`config.mk`:
```
export PLATFORM = sky130hd
export DESIGN_NAME = i2c_scl_divider
export DESIGN_NICKNAME = d
export VERILOG_FILES = /design/src/rtl/i2c_scl_pkg.sv /design/src/rtl/scl_prescaler.sv /design/src/rtl/scl_line_sync.sv /design/src/rtl/scl_phase_len.sv /design/src/rtl/i2c_scl_divider.sv
export SDC_FILE = /design/constraint.sdc
export NUM_CORES = 1
export LEC_CHECK = 0
export ABC_AREA = 1
export BUFFER_PORTS_ARGS = -buffer_cell sky130_fd_sc_hd__buf_2
export CORE_ASPECT_RATIO = 1.4
export CORE_MARGIN = 2
export CORE_UTILIZATION = 40
export DETAILED_ROUTE_END_ITERATION = 12
export PLACE_DENSITY_LB_ADDON = 0.15
export RECOVER_POWER = 50
export SETUP_SLACK_MARGIN = 0.4
export SLEW_MARGIN = 0
export SYNTH_ARGS = -nofsm -noshare
export SYNTH_HDL_FRONTEND = slang
export SYNTH_SLANG_ARGS = --single-unit
```
`constraint.sdc`:
```
create_clock -name clk -period 3.05 [get_ports clk]
set_input_delay 0.4575 -clock clk [delete_from_list [all_inputs] [get_ports clk]]
set_output_delay 0.4575 -clock clk [all_outputs]
set_load 0.02 [all_outputs]
```
`src/rtl/i2c_scl_pkg.sv`:
```
package i2c_scl_pkg;

    typedef enum logic [1:0] {
        ST_IDLE = 2'd0,
        ST_LOW  = 2'd1,
        ST_WAIT = 2'd2,
        ST_HIGH = 2'd3
    } scl_state_e;

endpackage

```
`src/rtl/scl_prescaler.sv`:
```
module scl_prescaler #(
    parameter int DIV_W = 2
) (
    input  logic             clk,
    input  logic             rst_n,
    input  logic             count_i,
    input  logic             restart_i,
    input  logic [DIV_W-1:0] div_i,
    output logic             tick_o,
    output logic             at_start_o
);

    logic [DIV_W-1:0] psc_q;

    always_ff @(posedge clk or negedge rst_n) begin
        if (!rst_n) begin
            psc_q <= '0;
        end else if (restart_i || !count_i || psc_q == div_i) begin
            psc_q <= '0;
        end else begin
            psc_q <= psc_q + DIV_W'(1);
        end
    end

    assign tick_o     = count_i && (psc_q == div_i);
    assign at_start_o = (psc_q == '0);

endmodule

```
`src/rtl/scl_line_sync.sv`:
```
module scl_line_sync #(
    parameter int STAGES = 2
) (
    input  logic clk,
    input  logic rst_n,
    input  logic line_i,
    output logic line_o
);

    logic [STAGES-1:0] ff_q;

    generate
        for (genvar g = 0; g < STAGES; g++) begin : g_stage
            if (g == 0) begin : g_first
                always_ff @(posedge clk or negedge rst_n) begin
                    if (!rst_n) ff_q[0] <= 1'b1;
                    else        ff_q[0] <= line_i;
                end
            end else begin : g_next
                always_ff @(posedge clk or negedge rst_n) begin
                    if (!rst_n) ff_q[g] <= 1'b1;
                    else        ff_q[g] <= ff_q[g-1];
                end
            end
        end
    endgenerate

    assign line_o = ff_q[STAGES-1];

endmodule

```
`src/rtl/scl_phase_len.sv`:
```
module scl_phase_len #(
    parameter int CODE_W   = 6,
    parameter int BASE_CYC = 20,
    parameter int STEP_CYC = 8,
    parameter int LEN_W    = 10
) (
    input  logic [CODE_W-1:0] code_i,
    output logic [LEN_W-1:0]  low_len_o,
    output logic [LEN_W-1:0]  high_len_o
);

    localparam int PER_W = LEN_W + 1;

    logic [PER_W-1:0] period;

    always_comb begin
        period     = PER_W'(BASE_CYC) + PER_W'(STEP_CYC) * PER_W'(code_i);
        low_len_o  = LEN_W'(period >> 1);
        high_len_o = LEN_W'(period - (period >> 1));
    end

endmodule

```
`src/rtl/i2c_scl_divider.sv`:
```
module i2c_scl_divider
    import i2c_scl_pkg::*;
#(
    parameter int CDF_W       = 2,
    parameter int SCGD_W      = 6,
    parameter int BASE_CYC    = 20,
    parameter int STEP_CYC    = 8,
    parameter int SYNC_STAGES = 2
) (
    input  logic                     clk,
    input  logic                     rst_n,
    input  logic                     run_i,
    input  logic [CDF_W+SCGD_W-1:0]  ccr_i,
    input  logic                     scl_in_i,
    output logic                     scl_low_o,
    output logic                     ick_en_o,
    output logic                     fall_tick_o,
    output logic                     rise_tick_o,
    output logic                     busy_o
);

    localparam int CCR_W   = CDF_W + SCGD_W;
    localparam int MAX_PER = BASE_CYC + STEP_CYC * ((1 << SCGD_W) - 1);
    localparam int MAX_HALF = (MAX_PER + 1) / 2;
    localparam int CNT_W   = $clog2(MAX_HALF + 1);

    scl_state_e        state_q, state_d;
    logic [CCR_W-1:0]  cfg_q;
    logic [CNT_W-1:0]  cnt_q;
    logic [CNT_W-1:0]  low_len, high_len;
    logic              tick, at_start, line_hi, counting, restart;

    assign counting = (state_q == ST_LOW) || (state_q == ST_HIGH);
    assign restart  = (state_d != state_q);

    scl_prescaler #(.DIV_W(CDF_W)) u_psc (
        .clk        (clk),
        .rst_n      (rst_n),
        .count_i    (counting),
        .restart_i  (restart),
        .div_i      (cfg_q[CDF_W-1:0]),
        .tick_o     (tick),
        .at_start_o (at_start)
    );

    scl_line_sync #(.STAGES(SYNC_STAGES)) u_sync (
        .clk    (clk),
        .rst_n  (rst_n),
        .line_i (scl_in_i),
        .line_o (line_hi)
    );

    scl_phase_len #(
        .CODE_W   (SCGD_W),
        .BASE_CYC (BASE_CYC),
        .STEP_CYC (STEP_CYC),
        .LEN_W    (CNT_W)
    ) u_len (
        .code_i     (cfg_q[CCR_W-1:CDF_W]),
        .low_len_o  (low_len),
        .high_len_o (high_len)
    );

    // next-state selection
    always_comb begin
        state_d = state_q;
        unique case (state_q)
            ST_IDLE: if (run_i) state_d = ST_LOW;
            ST_LOW:  if (tick && cnt_q == low_len - CNT_W'(1)) state_d = ST_WAIT;
            ST_WAIT: if (line_hi) state_d = ST_HIGH;
            ST_HIGH: if (tick && cnt_q == high_len - CNT_W'(1))
                         state_d = run_i ? ST_LOW : ST_IDLE;
            default: state_d = ST_IDLE;
        endcase
    end

    // state register, phase counter and captured control word
    always_ff @(posedge clk or negedge rst_n) begin
        if (!rst_n) begin
            state_q <= ST_IDLE;
            cnt_q   <= '0;
            cfg_q   <= '0;
        end else begin
            state_q <= state_d;
            if (restart)   cnt_q <= '0;
            else if (tick) cnt_q <= cnt_q + CNT_W'(1);
            if (state_q == ST_IDLE) cfg_q <= ccr_i;
        end
    end

    // outputs
    always_comb begin
        scl_low_o   = (state_q == ST_LOW);
        busy_o      = (state_q != ST_IDLE);
        ick_en_o    = tick;
        fall_tick_o = (state_q == ST_LOW)  && at_start && (cnt_q == '0);
        rise_tick_o = (state_q == ST_HIGH) && at_start && (cnt_q == '0);
    end

endmodule

```
# Word level (Yosys, flattened, before mapping)
# Cells that the tools add are included.
[op_classes]
n_lt_le_gt_ge = 0
n_bitwise = 0
mux = 9
n_reduce_logical = 16
n_eq_ne = 7
add_sub_neg = 6
n_div = 0
n_mul = 0
shifts = 0
[op_table]
columns = ["operator", "count"]
rows = [
  ["$eq A9 B9 Y1", 2],
  ["$mux W9", 2],
  ["$sub A9 B1 Y9 const B", 2],
  ["$add A5 B9 Y10 const A", 1],
  ["$mux W2", 5],
  ["$add A9 B1 Y9 const B", 1],
  ["$logic_not A9 Y1", 1],
  ["$sub A9 B9 Y9", 1],
  ["$pmux W2 S4", 1],
  ["$logic_and A1 B1 Y1", 7],
  ["$eq A2 B2 Y1 const B", 2],
  ["$logic_not A2 Y1", 2],
  ["$reduce_bool A2 Y1", 2],
  ["$logic_or A1 B1 Y1", 3],
  ["$add A2 B1 Y2 const B", 1],
  ["$eq A2 B1 Y1 const B", 1],
  ["$eq A2 B2 Y1", 1],
  ["$ne A2 B2 Y1", 1],
  ["$logic_not A1 Y1", 1],
  ["$mux W1", 1],
]
[totals]
regBits = 23
rom_bits = 0
word_cells = 44
memories = 0
mem_bits_rw = 0
latch_bits = 0
output_inout_bits = 5

# Longest topological paths before layout
[logic_depth]
depth_word = 11
ltp_mapped = 19
mapped_depth_nobuf = 19

# Modules after synthesis
# A second synthesis with hierarchy kept.
[hier_totals]
cells_unflattened = 368
hier_area_um2 = 2219.6
[by_module_without_submodules]
columns = ["mod", "cells_each", "instances", "seq_area_each_um2", "area_each_um2"]
rows = [
  ["i2c_scl_divider", 264, 1, 475.5, 1621.6],
  ["scl_phase_len", 84, 1, 0.0, 421.7],
  ["scl_prescaler", 18, 1, 50.0, 123.9],
  ["scl_line_sync", 2, 1, 52.6, 52.6],
]

# Worst setup path after synthesis
# OpenSTA, ideal clock, no wires.
[synth_path]
kind = "reg2reg"
start = "reg cfg_q[3]"
end = "reg cnt_q[1]"
arrival_ps = 2319
period_less_slack_ps = 2442
slack_ps = 608
t_required_ps = 2928
stages_incl_launch_ff = 19
path_buffers = 0
cell_sequence = "dfrtp_1 inv_1 ha_1 ha_1 nand2_1 nand2_1 nor2_1 nand3b_1 nand2_1 nand2_1 nand2_1 nand2_1 nand2_1 nand3_1 nand2_1 nand2_1 nand3_2 nand2_4 nor2_2"
[synth_via]
elab_chain_cells = 9
[synth_lines]
columns = ["item", "line_no", "source"]
rows = [
  ["start: declaration", "i2c_scl_divider.sv:28", "logic [CCR_W-1:0] cfg_q;"],
  ["start signal: assignment", "i2c_scl_divider.sv:87", "if (state_q == ST_IDLE) cfg_q <= ccr_i;"],
  ["$add A5 B9 Y10 *", "scl_phase_len.sv:17", "period = PER_W'(BASE_CYC) + PER_W'(STEP_CYC) * PER_W'(code_i);"],
  ["$sub A9 B9 Y9", "scl_phase_len.sv:19", "high_len_o = LEN_W'(period - (period >> 1));"],
  ["$sub A9 B1 Y9", "i2c_scl_divider.sv:71", "ST_HIGH: if (tick && cnt_q == high_len - CNT_W'(1))"],
  ["$eq A9 B9 Y1", "i2c_scl_divider.sv:71", ""],
  ["$logic_and A1 B1 Y1", "i2c_scl_divider.sv:71", ""],
  ["$mux W2", "i2c_scl_divider.sv:71", ""],
  ["$pmux W2 S4 *", "i2c_scl_divider.sv:67", "unique case (state_q)"],
  ["$ne A2 B2 Y1 *", "i2c_scl_divider.sv:34", "assign restart = (state_d != state_q);"],
  ["$mux W9 or $reduce_bool A2 Y1 (tied branches)", "n/a", ""],
  ["end signal: assignment", "i2c_scl_divider.sv:86", "else if (tick) cnt_q <= cnt_q + CNT_W'(1);"],
  ["end: declaration", "i2c_scl_divider.sv:29", "logic [CNT_W-1:0] cnt_q;"],
]
# Mark *: on every way between the ends. The rest lies on a longest branch, timed or not.
# A chain may end at the register's enable or synchronous reset.

# Worst setup path in the final report
# Ends and elaborated chain as after synthesis.

==> out/qor.txt <==
fillers - 439
synth warn - 0
initial antenna violation count - 0
Worst Hold Path EP - u_sync.ff_q[0]
synthesized net count - 251
Fmax achieved - 413 MHz
worst-path maximum fanout - 5
Max clock buf depth - 2
Final Max Tran Viols - 0
Tot GR Track Use - 16.7%
Reg2Reg Setup Slack - 0.63 ns
final setup fails - 0
critical-path cell list - buf_4 > nand3_1 > nand2_1 > nand2_1 > inv_1 > ha_1 > xnor2_1 > inv_1 > nand2_1 > nand3_1 > nor2_2 > nand3_1 > nand2_1 > nand2_1 > nand3_2 > nand2_4 > nor2_2
top-area cell type share of the netlist area - 31.0%
DP Wirelength - 2.72 mm
CTS Sinks - 23
WS Path Type - flop to flop
final WL - 3.61 mm
# H-tree levels - 1
peak supply drop - 0.000244 V
most common cell in the synthesized netlist - nand2_1
most frequent CP cell - nand2_1
clock slew at reported path FFs - 0.09 ns
# diodes - 0
nets - 273
Hold Path Class - input pin to flop
Synth Flop Type - dfrtp_1
largest cells by area after synthesis - dfrtp_1 31%, nand2_1 14%, ha_1 7.4%
final setup TNS - 0 ns
final hold viol count - 0
r2r worst-path depth - 17
die span in x - 59.0 µm
synthesized area - 1700 µm²
Post-synth EDFFs - 0
Rel. slew slack - 13.1%
Final Critical Period - 2.42 ns
vias in the first global route - 1447
Vias per Instance - 4.92
Reg-to-Reg Start - cfg_q[3]
core area - 4170 µm²
delay of the slowest cell on the worst path - 0.46 ns
share of layout cells above drive strength 1 - 21.2%
Slew @ Worst Pin - 1.30 ns
Crit path required time - 3.26 ns
depth of the worst hold-timing path - 1
row count - 28
Reg area - 582 µm²
Mapped Cells - 229
Pwr per Cell Area - 266 nW/µm²
DRT Pass-1 Iters - 4
Synth cell types - 31
drt first-iter violations - 42
post-route ant nets - 0
total gr overflow - 0
post-synthesis sequential area ratio - 34.1%
clock root cell - clkbuf_8
status - completed
Post-synth top cells - 63 x nand2_1, 32 x inv_1, 21 x dfrtp_1, 21 x nor2_1
die area - 4790 µm²
FF+latch count, synth - 23
global-route wire length before repair - 6.06 mm
Worst-Skew Late Latency - 0.27 ns
reg2reg end - cnt_q[1]
largest net degree at the start of global routing - 24
Leakage Power - 1.02 nW
Post-Syn Area per Cell - 7.41 µm²
Syn-to-layout area delta - 14.7%
cell taking the most area after synthesis - dfrtp_1
I/O pin total - 17
post-cts hold buffer count - 0
Remaining DRCs - 0
RSZ-0062 raised after global routing - no
Crit. End Element - flop
Num CTS Buffers - 3
CTS tree - built
Crit-path slowest cell - dfrtp_2
vias - 1450
max_cap viols - 0
crit start category - flop
Power Total - 0.518 mW
multi-input logic area - 1020 µm²
Initial Utilization - 40.7%
wire length per cell - 12.2 µm
IO Port Bufs - 16
share of async-settable or async-resettable flops after synthesis - 100%
HP Start - scl_in_i
post-route clock skew - 0.00281 ns
chip height - 81.1 µm
final worst path period share - 79.4%
CP Data Arrival Time - 2.63 ns
GPL Wtd Cong - 0.786
-- timing repair --
action / in CTS / in global routing
hold endpoints to repair: 0 / 0
resized for setup: 1 / 10
endpoints found under the setup margin: 9 / 10
pin swaps: 0 / 2
buffers inserted: 0 / 3
cloned: 0 / 1
-- registers in the layout (all words and copies together) (netlist names) --
signal         cells
cnt_q              9
cfg_q              8
state_q            2
u_psc.psc_q        2
u_sync.ff_q        1
u_sync.line_o      1
-- kinds of logic (layout without fill, tap and decap cells) --
logic type | after synthesis | after routing | synth area share [%]
compound gates | 12 | 12 | 3.76
fa+ha+maj | 10 | 10 | 7.37
buf+inv | 39 | 59 | 9.14
xor+xnor | 20 | 20 | 11.2
simple gates | 125 | 126 | 34.4
flops | 23 | 23 | 34.1
-- where the power goes --
group          internal [mW]  leakage [nW]  switching [mW]  total [mW]
Clock                 0.0935        0.0228           0.105       0.198
Combinational        0.00471         0.744         0.00793      0.0126
Sequential             0.307         0.252        0.000293       0.307
Total                  0.405          1.02           0.113       0.518
-- layout by cell type (no fill, tap or decap), types with 2 or more instances in the layout --
cell type | synthesis | layout
nor2_1 | 21 | 21
nand3_1 | 10 | 10
dfstp_2 | 2 | 2
nor3_1 | 5 | 5
xnor2_1 | 8 | 8
buf_2 | 0 | 15
dfrtp_1 | 21 | 18
xor2_1 | 10 | 10
nand3b_1 | 2 | 2
nand2_4 | 1 | 2
nor2_2 | 10 | 10
nand4_1 | 5 | 5
nand2_1 | 63 | 63
clkbuf_1 | 2 | 2
inv_2 | 2 | 3
buf_4 | 0 | 4
dfrtp_2 | 0 | 3
ha_1 | 10 | 7
ha_4 | 0 | 3
o21ai_0 | 8 | 8
inv_1 | 32 | 31
clkbuf_8 | 0 | 3
nand3_2 | 4 | 4
-- how the worst max path moves through the flow --
stage	slack [ns]	start	to
3_3_place_gp	0.37	cfg_q[3]	cnt_q[1]
3_5_place_dp	0.33	cfg_q[3]	cnt_q[1]
5_1_grt	0.40	cfg_q[4]	cnt_q[6]
6_report	0.63	cfg_q[3]	cnt_q[1]
2_1_floorplan	0.61	cfg_q[3]	cnt_q[1]
4_1_cts	0.41	cfg_q[3]	cnt_q[1]
-- through the flow --
step                area (µm²)  setup WS, ns  util (%)  hold WS (ns)  std cells
finish                    1950         0.629      46.7         0.277        295
global route              1950         0.403      46.7         0.274        295
CTS                       1860         0.408      44.7         0.180        291
detailed placement        1820         0.330      43.6         0.347        287
global placement          1820         0.371      43.6         0.346        287
floorplan                 1700         0.608         -         0.162        229
-- critical path: cells and delay by family, from the launching register on --
| family | cells | cell delay (ns) |
|---|---|---|
| AND/OR/NAND/NOR | 12 | 1.11 |
| XOR/XNOR | 1 | 0.18 |
| flip-flops | 1 | 0.46 |
| adder cells (fa/ha/maj) | 1 | 0.32 |
| buffers and inverters | 3 | 0.27 |
-- per-layer routing --
layer	track usage, %	wire [µm]	up-vias
li1	-	-	749
met1	18.5	1590	676
met2	31.9	1890	18
met3	2.07	60	7
met4	5.68	70	0
met5	0	0	-
-- layout make-up --
class / instances / share of cell area [%]
flip-flops and latches: 23 / 29.9
clock buffers: 4 / 2.31
inverters: 35 / 6.75
repair buffers: 20 / 5.59
well taps: 45 / 2.89
multi-input cells: 168 / 52.6
Note: power is estimated with default switching activity, not from simulation.
